## config.mk

```make
export PLATFORM = sky130hd
export DESIGN_NAME = addr_win_decoder
export DESIGN_NICKNAME = d
export VERILOG_FILES = /design/src/rtl/addr_win_pkg.sv /design/src/rtl/awd_regfile.sv /design/src/rtl/awd_match.sv /design/src/rtl/awd_prio.sv /design/src/rtl/addr_win_decoder.sv
export SDC_FILE = /design/constraint.sdc
export NUM_CORES = 1
export LEC_CHECK = 0
export ABC_AREA = 1
export BUFFER_PORTS_ARGS = -buffer_cell sky130_fd_sc_hd__buf_2
export CORE_ASPECT_RATIO = 1.4
export CORE_MARGIN = 2
export CORE_UTILIZATION = 50
export DETAILED_ROUTE_END_ITERATION = 12
export GPL_TIMING_DRIVEN = 0
export PLACE_DENSITY = 0.67
export REMOVE_ABC_BUFFERS = 1
export SYNTH_ARGS = -nofsm -noshare
export SYNTH_HDL_FRONTEND = slang
export SYNTH_SLANG_ARGS = --single-unit
```

## constraint.sdc

```tcl
create_clock -name clk -period 19.3 [get_ports clk]
set_input_delay 2.895 -clock clk [delete_from_list [all_inputs] [get_ports clk]]
set_output_delay 2.895 -clock clk [all_outputs]
set_load 0.01 [all_outputs]
```

## src/rtl/addr_win_pkg.sv

```systemverilog
package addr_win_pkg;

  localparam int ADDR_W = 32;
  localparam int PAGE_W = 16;   // address bits above the 64 KB block offset
  localparam int SZ_W   = 16;

  typedef enum logic [1:0] {
    FLD_BASE = 2'd0,
    FLD_SIZE = 2'd1,
    FLD_CTRL = 2'd2,
    FLD_NONE = 2'd3
  } fld_e;

  // One mask bit per halving of the byte span above 64 KB, capped at SZ_W bits.
  function automatic logic [SZ_W-1:0] bytes_to_size(input logic [ADDR_W-1:0] bytes);
    logic [ADDR_W-1:0] v;
    logic [SZ_W-1:0]   code;
    v    = bytes >> 1;
    code = '0;
    for (int i = 0; i < SZ_W; i++) begin
      if (v >= 32'h0001_0000) begin
        code[i] = 1'b1;
        v       = v >> 1;
      end
    end
    return code;
  endfunction

  // A mask is well formed when adding one carries through all its ones.
  function automatic logic size_ok(input logic [SZ_W-1:0] s);
    logic [SZ_W:0] e;
    e = {1'b0, s};
    return ((e & (e + {{SZ_W{1'b0}}, 1'b1})) == '0);
  endfunction

  // Span of each window after reset.
  function automatic logic [ADDR_W-1:0] boot_bytes(input int w);
    case (w)
      0:       return 32'h1000_0000;
      2, 3, 4: return 32'h0800_0000;
      default: return 32'h0001_0000;
    endcase
  endfunction

endpackage

```

## src/rtl/awd_regfile.sv

```systemverilog
module awd_regfile
  import addr_win_pkg::*;
#(
  parameter int NUM_WIN = 6,
  parameter int TGT_W   = 4,
  parameter int ATTR_W  = 8,
  parameter int IDX_W   = 3
) (
  input  logic                              clk,
  input  logic                              rst_n,
  input  logic                              cfg_we,
  input  logic [IDX_W-1:0]                  cfg_win,
  input  logic [1:0]                        cfg_field,
  input  logic [31:0]                       cfg_wdata,
  output logic [31:0]                       cfg_rdata,
  output logic                              cfg_err,
  output logic [NUM_WIN-1:0][PAGE_W-1:0]    win_base,
  output logic [NUM_WIN-1:0][SZ_W-1:0]      win_size,
  output logic [NUM_WIN-1:0][TGT_W-1:0]     win_tgt,
  output logic [NUM_WIN-1:0][ATTR_W-1:0]    win_attr,
  output logic [NUM_WIN-1:0]                win_live
);

  fld_e               fld;
  logic [NUM_WIN-1:0] win_en;
  logic [NUM_WIN-1:0] win_bad;

  assign fld = fld_e'(cfg_field);

  for (genvar w = 0; w < NUM_WIN; w++) begin : g_win
    logic              sel;
    logic              base_ce, size_ce, ctrl_ce;
    logic [PAGE_W-1:0] base_d, base_q;
    logic [SZ_W-1:0]   size_d, size_q;
    logic [TGT_W-1:0]  tgt_d, tgt_q;
    logic [ATTR_W-1:0] attr_d, attr_q;
    logic              en_d, en_q;
    logic              bad_d, bad_q;

    assign sel     = cfg_we && (cfg_win == IDX_W'(w));
    assign base_ce = sel && (fld == FLD_BASE);
    assign size_ce = sel && (fld == FLD_SIZE);
    assign ctrl_ce = sel && (fld == FLD_CTRL);

    always_comb begin
      base_d = base_q;
      size_d = size_q;
      bad_d  = bad_q;
      tgt_d  = tgt_q;
      attr_d = attr_q;
      en_d   = en_q;
      if (base_ce) begin
        base_d = cfg_wdata[31:16];
      end
      if (size_ce) begin
        size_d = cfg_wdata[SZ_W-1:0];
        bad_d  = !size_ok(cfg_wdata[SZ_W-1:0]);
      end
      if (ctrl_ce) begin
        en_d   = cfg_wdata[0];
        tgt_d  = cfg_wdata[8 +: TGT_W];
        attr_d = cfg_wdata[16 +: ATTR_W];
      end
    end

    always_ff @(posedge clk or negedge rst_n) begin
      if (!rst_n) begin
        base_q <= '0;
        size_q <= bytes_to_size(boot_bytes(w));
        bad_q  <= 1'b0;
        tgt_q  <= '0;
        attr_q <= '0;
        en_q   <= 1'b0;
      end else begin
        base_q <= base_d;
        size_q <= size_d;
        bad_q  <= bad_d;
        tgt_q  <= tgt_d;
        attr_q <= attr_d;
        en_q   <= en_d;
      end
    end

    assign win_base[w] = base_q;
    assign win_size[w] = size_q;
    assign win_tgt[w]  = tgt_q;
    assign win_attr[w] = attr_q;
    assign win_en[w]   = en_q;
    assign win_bad[w]  = bad_q;
  end

  assign win_live = win_en & ~win_bad;
  assign cfg_err  = |win_bad;

  always_comb begin
    cfg_rdata = '0;
    for (int w = 0; w < NUM_WIN; w++) begin
      if (cfg_win == IDX_W'(w)) begin
        case (fld)
          FLD_BASE: cfg_rdata[31:16] = win_base[w];
          FLD_SIZE: cfg_rdata[SZ_W-1:0] = win_size[w];
          FLD_CTRL: begin
            cfg_rdata[0]              = win_en[w];
            cfg_rdata[1]              = win_bad[w];
            cfg_rdata[8 +: TGT_W]     = win_tgt[w];
            cfg_rdata[16 +: ATTR_W]   = win_attr[w];
          end
          default: cfg_rdata = '0;
        endcase
      end
    end
  end

endmodule

```

## src/rtl/awd_match.sv

```systemverilog
module awd_match
  import addr_win_pkg::*;
(
  input  logic [ADDR_W-1:0] addr,
  input  logic [PAGE_W-1:0] base,
  input  logic [SZ_W-1:0]   size,
  input  logic              live,
  output logic              hit
);

  logic [ADDR_W-1:0] keep;
  logic [ADDR_W-1:0] diff;

  // Compare only the block-number bits that the size mask does not free.
  assign keep = {~size, {(ADDR_W-PAGE_W){1'b0}}};
  assign diff = addr ^ {base, {(ADDR_W-PAGE_W){1'b0}}};
  assign hit  = live && ((diff & keep) == '0);

endmodule

```

## src/rtl/awd_prio.sv

```systemverilog
module awd_prio #(
  parameter int NUM_WIN = 6,
  parameter int IDX_W   = 3
) (
  input  logic [NUM_WIN-1:0] hits,
  output logic               any,
  output logic [IDX_W-1:0]   idx
);

  assign any = |hits;

  always_comb begin
    idx = '0;
    for (int w = NUM_WIN - 1; w >= 0; w--) begin
      if (hits[w]) begin
        idx = IDX_W'(w);
      end
    end
  end

endmodule

```

## src/rtl/addr_win_decoder.sv

```systemverilog
module addr_win_decoder
  import addr_win_pkg::*;
#(
  parameter  int NUM_WIN = 6,
  parameter  int TGT_W   = 4,
  parameter  int ATTR_W  = 8,
  localparam int IDX_W   = (NUM_WIN > 1) ? $clog2(NUM_WIN) : 1
) (
  input  logic              clk,
  input  logic              rst_n,
  input  logic              cfg_we,
  input  logic [IDX_W-1:0]  cfg_win,
  input  logic [1:0]        cfg_field,
  input  logic [31:0]       cfg_wdata,
  output logic [31:0]       cfg_rdata,
  output logic              cfg_err,
  input  logic              lk_valid,
  input  logic [31:0]       lk_addr,
  output logic              res_valid,
  output logic              res_hit,
  output logic              res_miss,
  output logic [TGT_W-1:0]  res_tgt,
  output logic [ATTR_W-1:0] res_attr,
  output logic [IDX_W-1:0]  res_idx
);

  // Reset: asserted at once, released on a clock edge.
  logic [1:0] rst_pipe_q;
  logic       rst_sync_n;

  always_ff @(posedge clk or negedge rst_n) begin
    if (!rst_n) begin
      rst_pipe_q <= 2'b00;
    end else begin
      rst_pipe_q <= {rst_pipe_q[0], 1'b1};
    end
  end
  assign rst_sync_n = rst_pipe_q[1];

  logic [NUM_WIN-1:0][PAGE_W-1:0] win_base;
  logic [NUM_WIN-1:0][SZ_W-1:0]   win_size;
  logic [NUM_WIN-1:0][TGT_W-1:0]  win_tgt;
  logic [NUM_WIN-1:0][ATTR_W-1:0] win_attr;
  logic [NUM_WIN-1:0]             win_live;
  logic [NUM_WIN-1:0]             win_hit;

  awd_regfile #(
    .NUM_WIN (NUM_WIN),
    .TGT_W   (TGT_W),
    .ATTR_W  (ATTR_W),
    .IDX_W   (IDX_W)
  ) i_regs (
    .clk       (clk),
    .rst_n     (rst_sync_n),
    .cfg_we    (cfg_we),
    .cfg_win   (cfg_win),
    .cfg_field (cfg_field),
    .cfg_wdata (cfg_wdata),
    .cfg_rdata (cfg_rdata),
    .cfg_err   (cfg_err),
    .win_base  (win_base),
    .win_size  (win_size),
    .win_tgt   (win_tgt),
    .win_attr  (win_attr),
    .win_live  (win_live)
  );

  for (genvar w = 0; w < NUM_WIN; w++) begin : g_cmp
    awd_match i_match (
      .addr (lk_addr),
      .base (win_base[w]),
      .size (win_size[w]),
      .live (win_live[w]),
      .hit  (win_hit[w])
    );
  end

  logic             pick_any;
  logic [IDX_W-1:0] pick_idx;

  awd_prio #(
    .NUM_WIN (NUM_WIN),
    .IDX_W   (IDX_W)
  ) i_prio (
    .hits (win_hit),
    .any  (pick_any),
    .idx  (pick_idx)
  );

  logic [TGT_W-1:0]  pick_tgt;
  logic [ATTR_W-1:0] pick_attr;

  always_comb begin
    pick_tgt  = '0;
    pick_attr = '0;
    for (int w = 0; w < NUM_WIN; w++) begin
      if (pick_any && (pick_idx == IDX_W'(w))) begin
        pick_tgt  = win_tgt[w];
        pick_attr = win_attr[w];
      end
    end
  end

  // Result stage: next state, then registers.
  logic              valid_d, hit_d, miss_d;
  logic              data_ce;
  logic [TGT_W-1:0]  tgt_d;
  logic [ATTR_W-1:0] attr_d;
  logic [IDX_W-1:0]  idx_d;

  assign data_ce = lk_valid;

  always_comb begin
    valid_d = lk_valid;
    hit_d   = lk_valid && pick_any;
    miss_d  = lk_valid && !pick_any;
    tgt_d   = res_tgt;
    attr_d  = res_attr;
    idx_d   = res_idx;
    if (data_ce) begin
      tgt_d  = pick_tgt;
      attr_d = pick_attr;
      idx_d  = pick_any ? pick_idx : '0;
    end
  end

  always_ff @(posedge clk or negedge rst_sync_n) begin
    if (!rst_sync_n) begin
      res_valid <= 1'b0;
      res_hit   <= 1'b0;
      res_miss  <= 1'b0;
      res_tgt   <= '0;
      res_attr  <= '0;
      res_idx   <= '0;
    end else begin
      res_valid <= valid_d;
      res_hit   <= hit_d;
      res_miss  <= miss_d;
      res_tgt   <= tgt_d;
      res_attr  <= attr_d;
      res_idx   <= idx_d;
    end
  end

endmodule

```

==> run metrics <==
share of cells above drive strength 1 11.7%; fin nets 2761; TritonCTS Buffers 34; Clock Power Share 33.7%; final setup TNS 0 ns; reg-to-reg setup timing slack 15.72 ns; Placed Area 0.0188 mm2; DRT Pass-1 Iters 6; Slew Viols, Final 10; core area 0.0350 mm2; predominant post-synthesis flop cell dfrtp_1; sequential power share 42.7%; reg2reg start i_regs.g_win[1].base_q[1]; clk slew on worst S/H paths 0.05 ns; RSZ-0062 raised after global routing false; Yosys reg bits 296; chip height 227 um; WS Path Type input pin to primary output; area grow syn2layout 11.9%; worst path bufs/invs 2; average vias per placed instance 5.69; Resized Gates After CTS 0; die area 0.0371 mm2; global-route wire length before repair 102 mm; Die W 163 um; CTS tree yes; Critical Path End Type primary output; cell repeated most along the worst path nand2_1; Placer Congestion 1.02; CP max stage delay 1.02 ns; Std-Cell Rows 81; family with the most delay on the worst path simple AND/OR/NAND/NOR gates; DR iter-0 viols 1893; FF-to-FF End res_tgt[2]; design area 0.0199 mm2; Netlist cell types 43; Root Buffer clkbuf_16; crit path launch type input pin; Worst Tran Pin Value 1.56 ns; register area share after synthesis 42.0%; static leakage 0.0101 uW; Sw Share 34.5%; largest net degree at the start of global routing 71; initial antenna violation count 1; post-synthesis mux area share 0%; Power Internal 1290 uW; Syn Area/Cell 6.73 um2; fin crit period 9.90 ns; Post-synth ARST share 100%; IO buf count 107; Psw 680 uW; postcts setup bufs 0; Max Clock Skew 0.0256 ns; final core occ 56.9%; CTS sink count 296; Total Power 1970 uW; status finished with violations; post-synthesis adder-cell area fraction 0.281%; largest family of logic cells by synthesized area simple AND/OR/NAND/NOR gates; Final HPWL DP 47.7 mm; max_cap viols 1; post-synthesis compound-gate area fraction 14.6%; final hold violation count 0; Initial Utilization 50.9%; DRC violations left 0; CP max stage cell nor2_4; Via Count 18000; Max IR drop VDD 0.0664 mV; fin crit share 51.3%; Post-synth EDFFs 0; Syn. warnings 0; combinational share of power 23.6%; PwrDens 99.0 mW/mm2; most frequent cells in the layout 998 x nand2_1, 358 x inv_1, 341 x o21ai_0; WP data arrival 7.01 ns; required time of the critical path 16.41 ns; final number of setup-violating endpoints 0; simple-gate share of the synthesized area 31.4%; post-synthesis xor/xnor area fraction 0.0985%; hold-fix buffers at CTS 0; Worst Hold Class flip-flop to async pin; crit path max fanout 58; Mapped Area 0.0178 mm2; cell count after synthesis 2642; leading cell type in the layout, fill and taps excluded nand2_1; mean routed wirelength per cell 21.8 um; critical path, cell by cell buf_2 > nand2_2 > nor2_4 > nand3_1 > nand2_1 > nand2_1 > nand2_1 > nand2_1 > nand2_1 > nand2_1 > nand2_1 > nand2_1 > nand2_1 > nand2_1 > nand2_1 > nand2_1 > nand2_1 > nand2_1 > nand2_1 > nand2_1 > nand2_1 > buf_2; I/O Pins 124; failing checks max-capacitance violations, max-slew violations; Max H-tree Level 2; Routed Antenna Nets 0; final wirelength 69.0 mm; GRT overflow 0; all-layer global routing usage 37.7%; Worst Reg2Reg Path Length in Cells 13; Max-Slew Margin vs Limit -4.50%; Clk Latency, worst-skew pair 0.54 ns; vias in the first global route 16700; clk buf depth 3; Max Freq 0.101 GHz
==> metal layers <==
layer | up-vias | track usage, % | part of all wire (%)
met4 | 0 | 22.5 | 6.7
met5 | - | 0 | 0
met2 | 901 | 61.2 | 46
met3 | 232 | 5.87 | 8.6
met1 | 8469 | 47.4 | 38
li1 | 8390 | - | -
==> worst reg2reg max path, stage by stage (launching register included) <==
cell and delay, ns:
dfrtp_1 0.43, o21ai_1 0.42, nand2_1 0.10, nor2_1 0.13, nand4_1 0.10, nor2_2 0.93
inv_2 0.11, nand2_4 0.14, nand2_4 0.07, nor2_8 0.36, inv_2 0.36, nand3_2 0.17
nand2_1 0.11, nand2_1 0.08
==> sequential cells by signal, indices dropped and copies added (netlist names), 2 cells and up <==
| name | count |
|---|---|
| i_regs.g_win.attr_q | 48 |
| i_regs.g_win.bad_q | 6 |
| i_regs.g_win.base_q | 96 |
| i_regs.g_win.en_q | 6 |
| i_regs.g_win.size_q | 96 |
| i_regs.g_win.tgt_q | 24 |
| res_attr | 8 |
| res_idx | 3 |
| res_tgt | 4 |
| rst_pipe_q | 2 |
==> area by class of cell <==
| cell class | count | area (um2) |
|---|---|---|
| well taps | 456 | 571 |
| repair buffers | 125 | 937 |
| clock buffers | 50 | 1020 |
| fillers | 3447 | 15100 |
| diodes | 1 | 2.50 |
| clock inverters | 9 | 101 |
| inverters | 384 | 1450 |
| flip-flops and latches | 296 | 7470 |
| multi-input cells | 1843 | 8360 |
==> stage by stage <==
stage	cells	hold WS, ns	worst slack, ns
4_1_cts	3163	0.364	9.64
3_5_place_dp	3104	0.344	9.64
5_1_grt	3163	0.369	9.24
2_1_floorplan	2523	0.331	10.41
6_report	3164	0.345	9.40
3_3_place_gp	3086	0.336	6.83
==> worst max path at each step <==
| stage | cells past startpoint | slack, ns | from | endpoint |
|---|---|---|---|---|
| global route | 22 | 9.24 | cfg_win[0] | cfg_rdata[10] |
| CTS | 22 | 9.64 | cfg_win[0] | cfg_rdata[10] |
| detailed placement | 22 | 9.64 | cfg_win[0] | cfg_rdata[10] |
| global placement | 0 | 6.83 | rst_pipe_q[1] | res_attr[1] |
| floorplan | 22 | 10.41 | cfg_field[0] | cfg_rdata[23] |
| finish | 22 | 9.40 | cfg_win[0] | cfg_rdata[10] |
==> power groups by stage <==
stage,combinational [uW],clock (uW),sequential [uW]
global placement,426,0,856
CTS,456,668,839
floorplan,287,0,833
finish,464,664,843
detailed placement,453,0,849
global route,516,689,856
==> Yosys cell counts (13+ instances only) <==
cell	instances	share of area (%)
a21oi_1	55	1.5
dfstp_2	45	6.6
o21ai_0	341	9.6
buf_6	13	0.82
nand4_1	29	1.0
o211ai_1	19	0.80
dfrtp_1	251	35
o22ai_1	47	1.7
inv_2	16	0.34
nand2_1	1000	21
inv_1	362	7.6
nor2_1	138	2.9
clkbuf_1	65	1.4
nand3_2	21	1.2
buf_2	30	0.84
nand3_1	115	3.2
==> kinds of logic after synthesis <==
family	count (synthesis)
AOI/OAI and AO/OA	486
xor gates and xnor gates	2
adders and majority gates	4
buffers and inverters	503
DFF	296
other	1
and+or+nand+nor	1350
(Power assumes the default switching activity.)
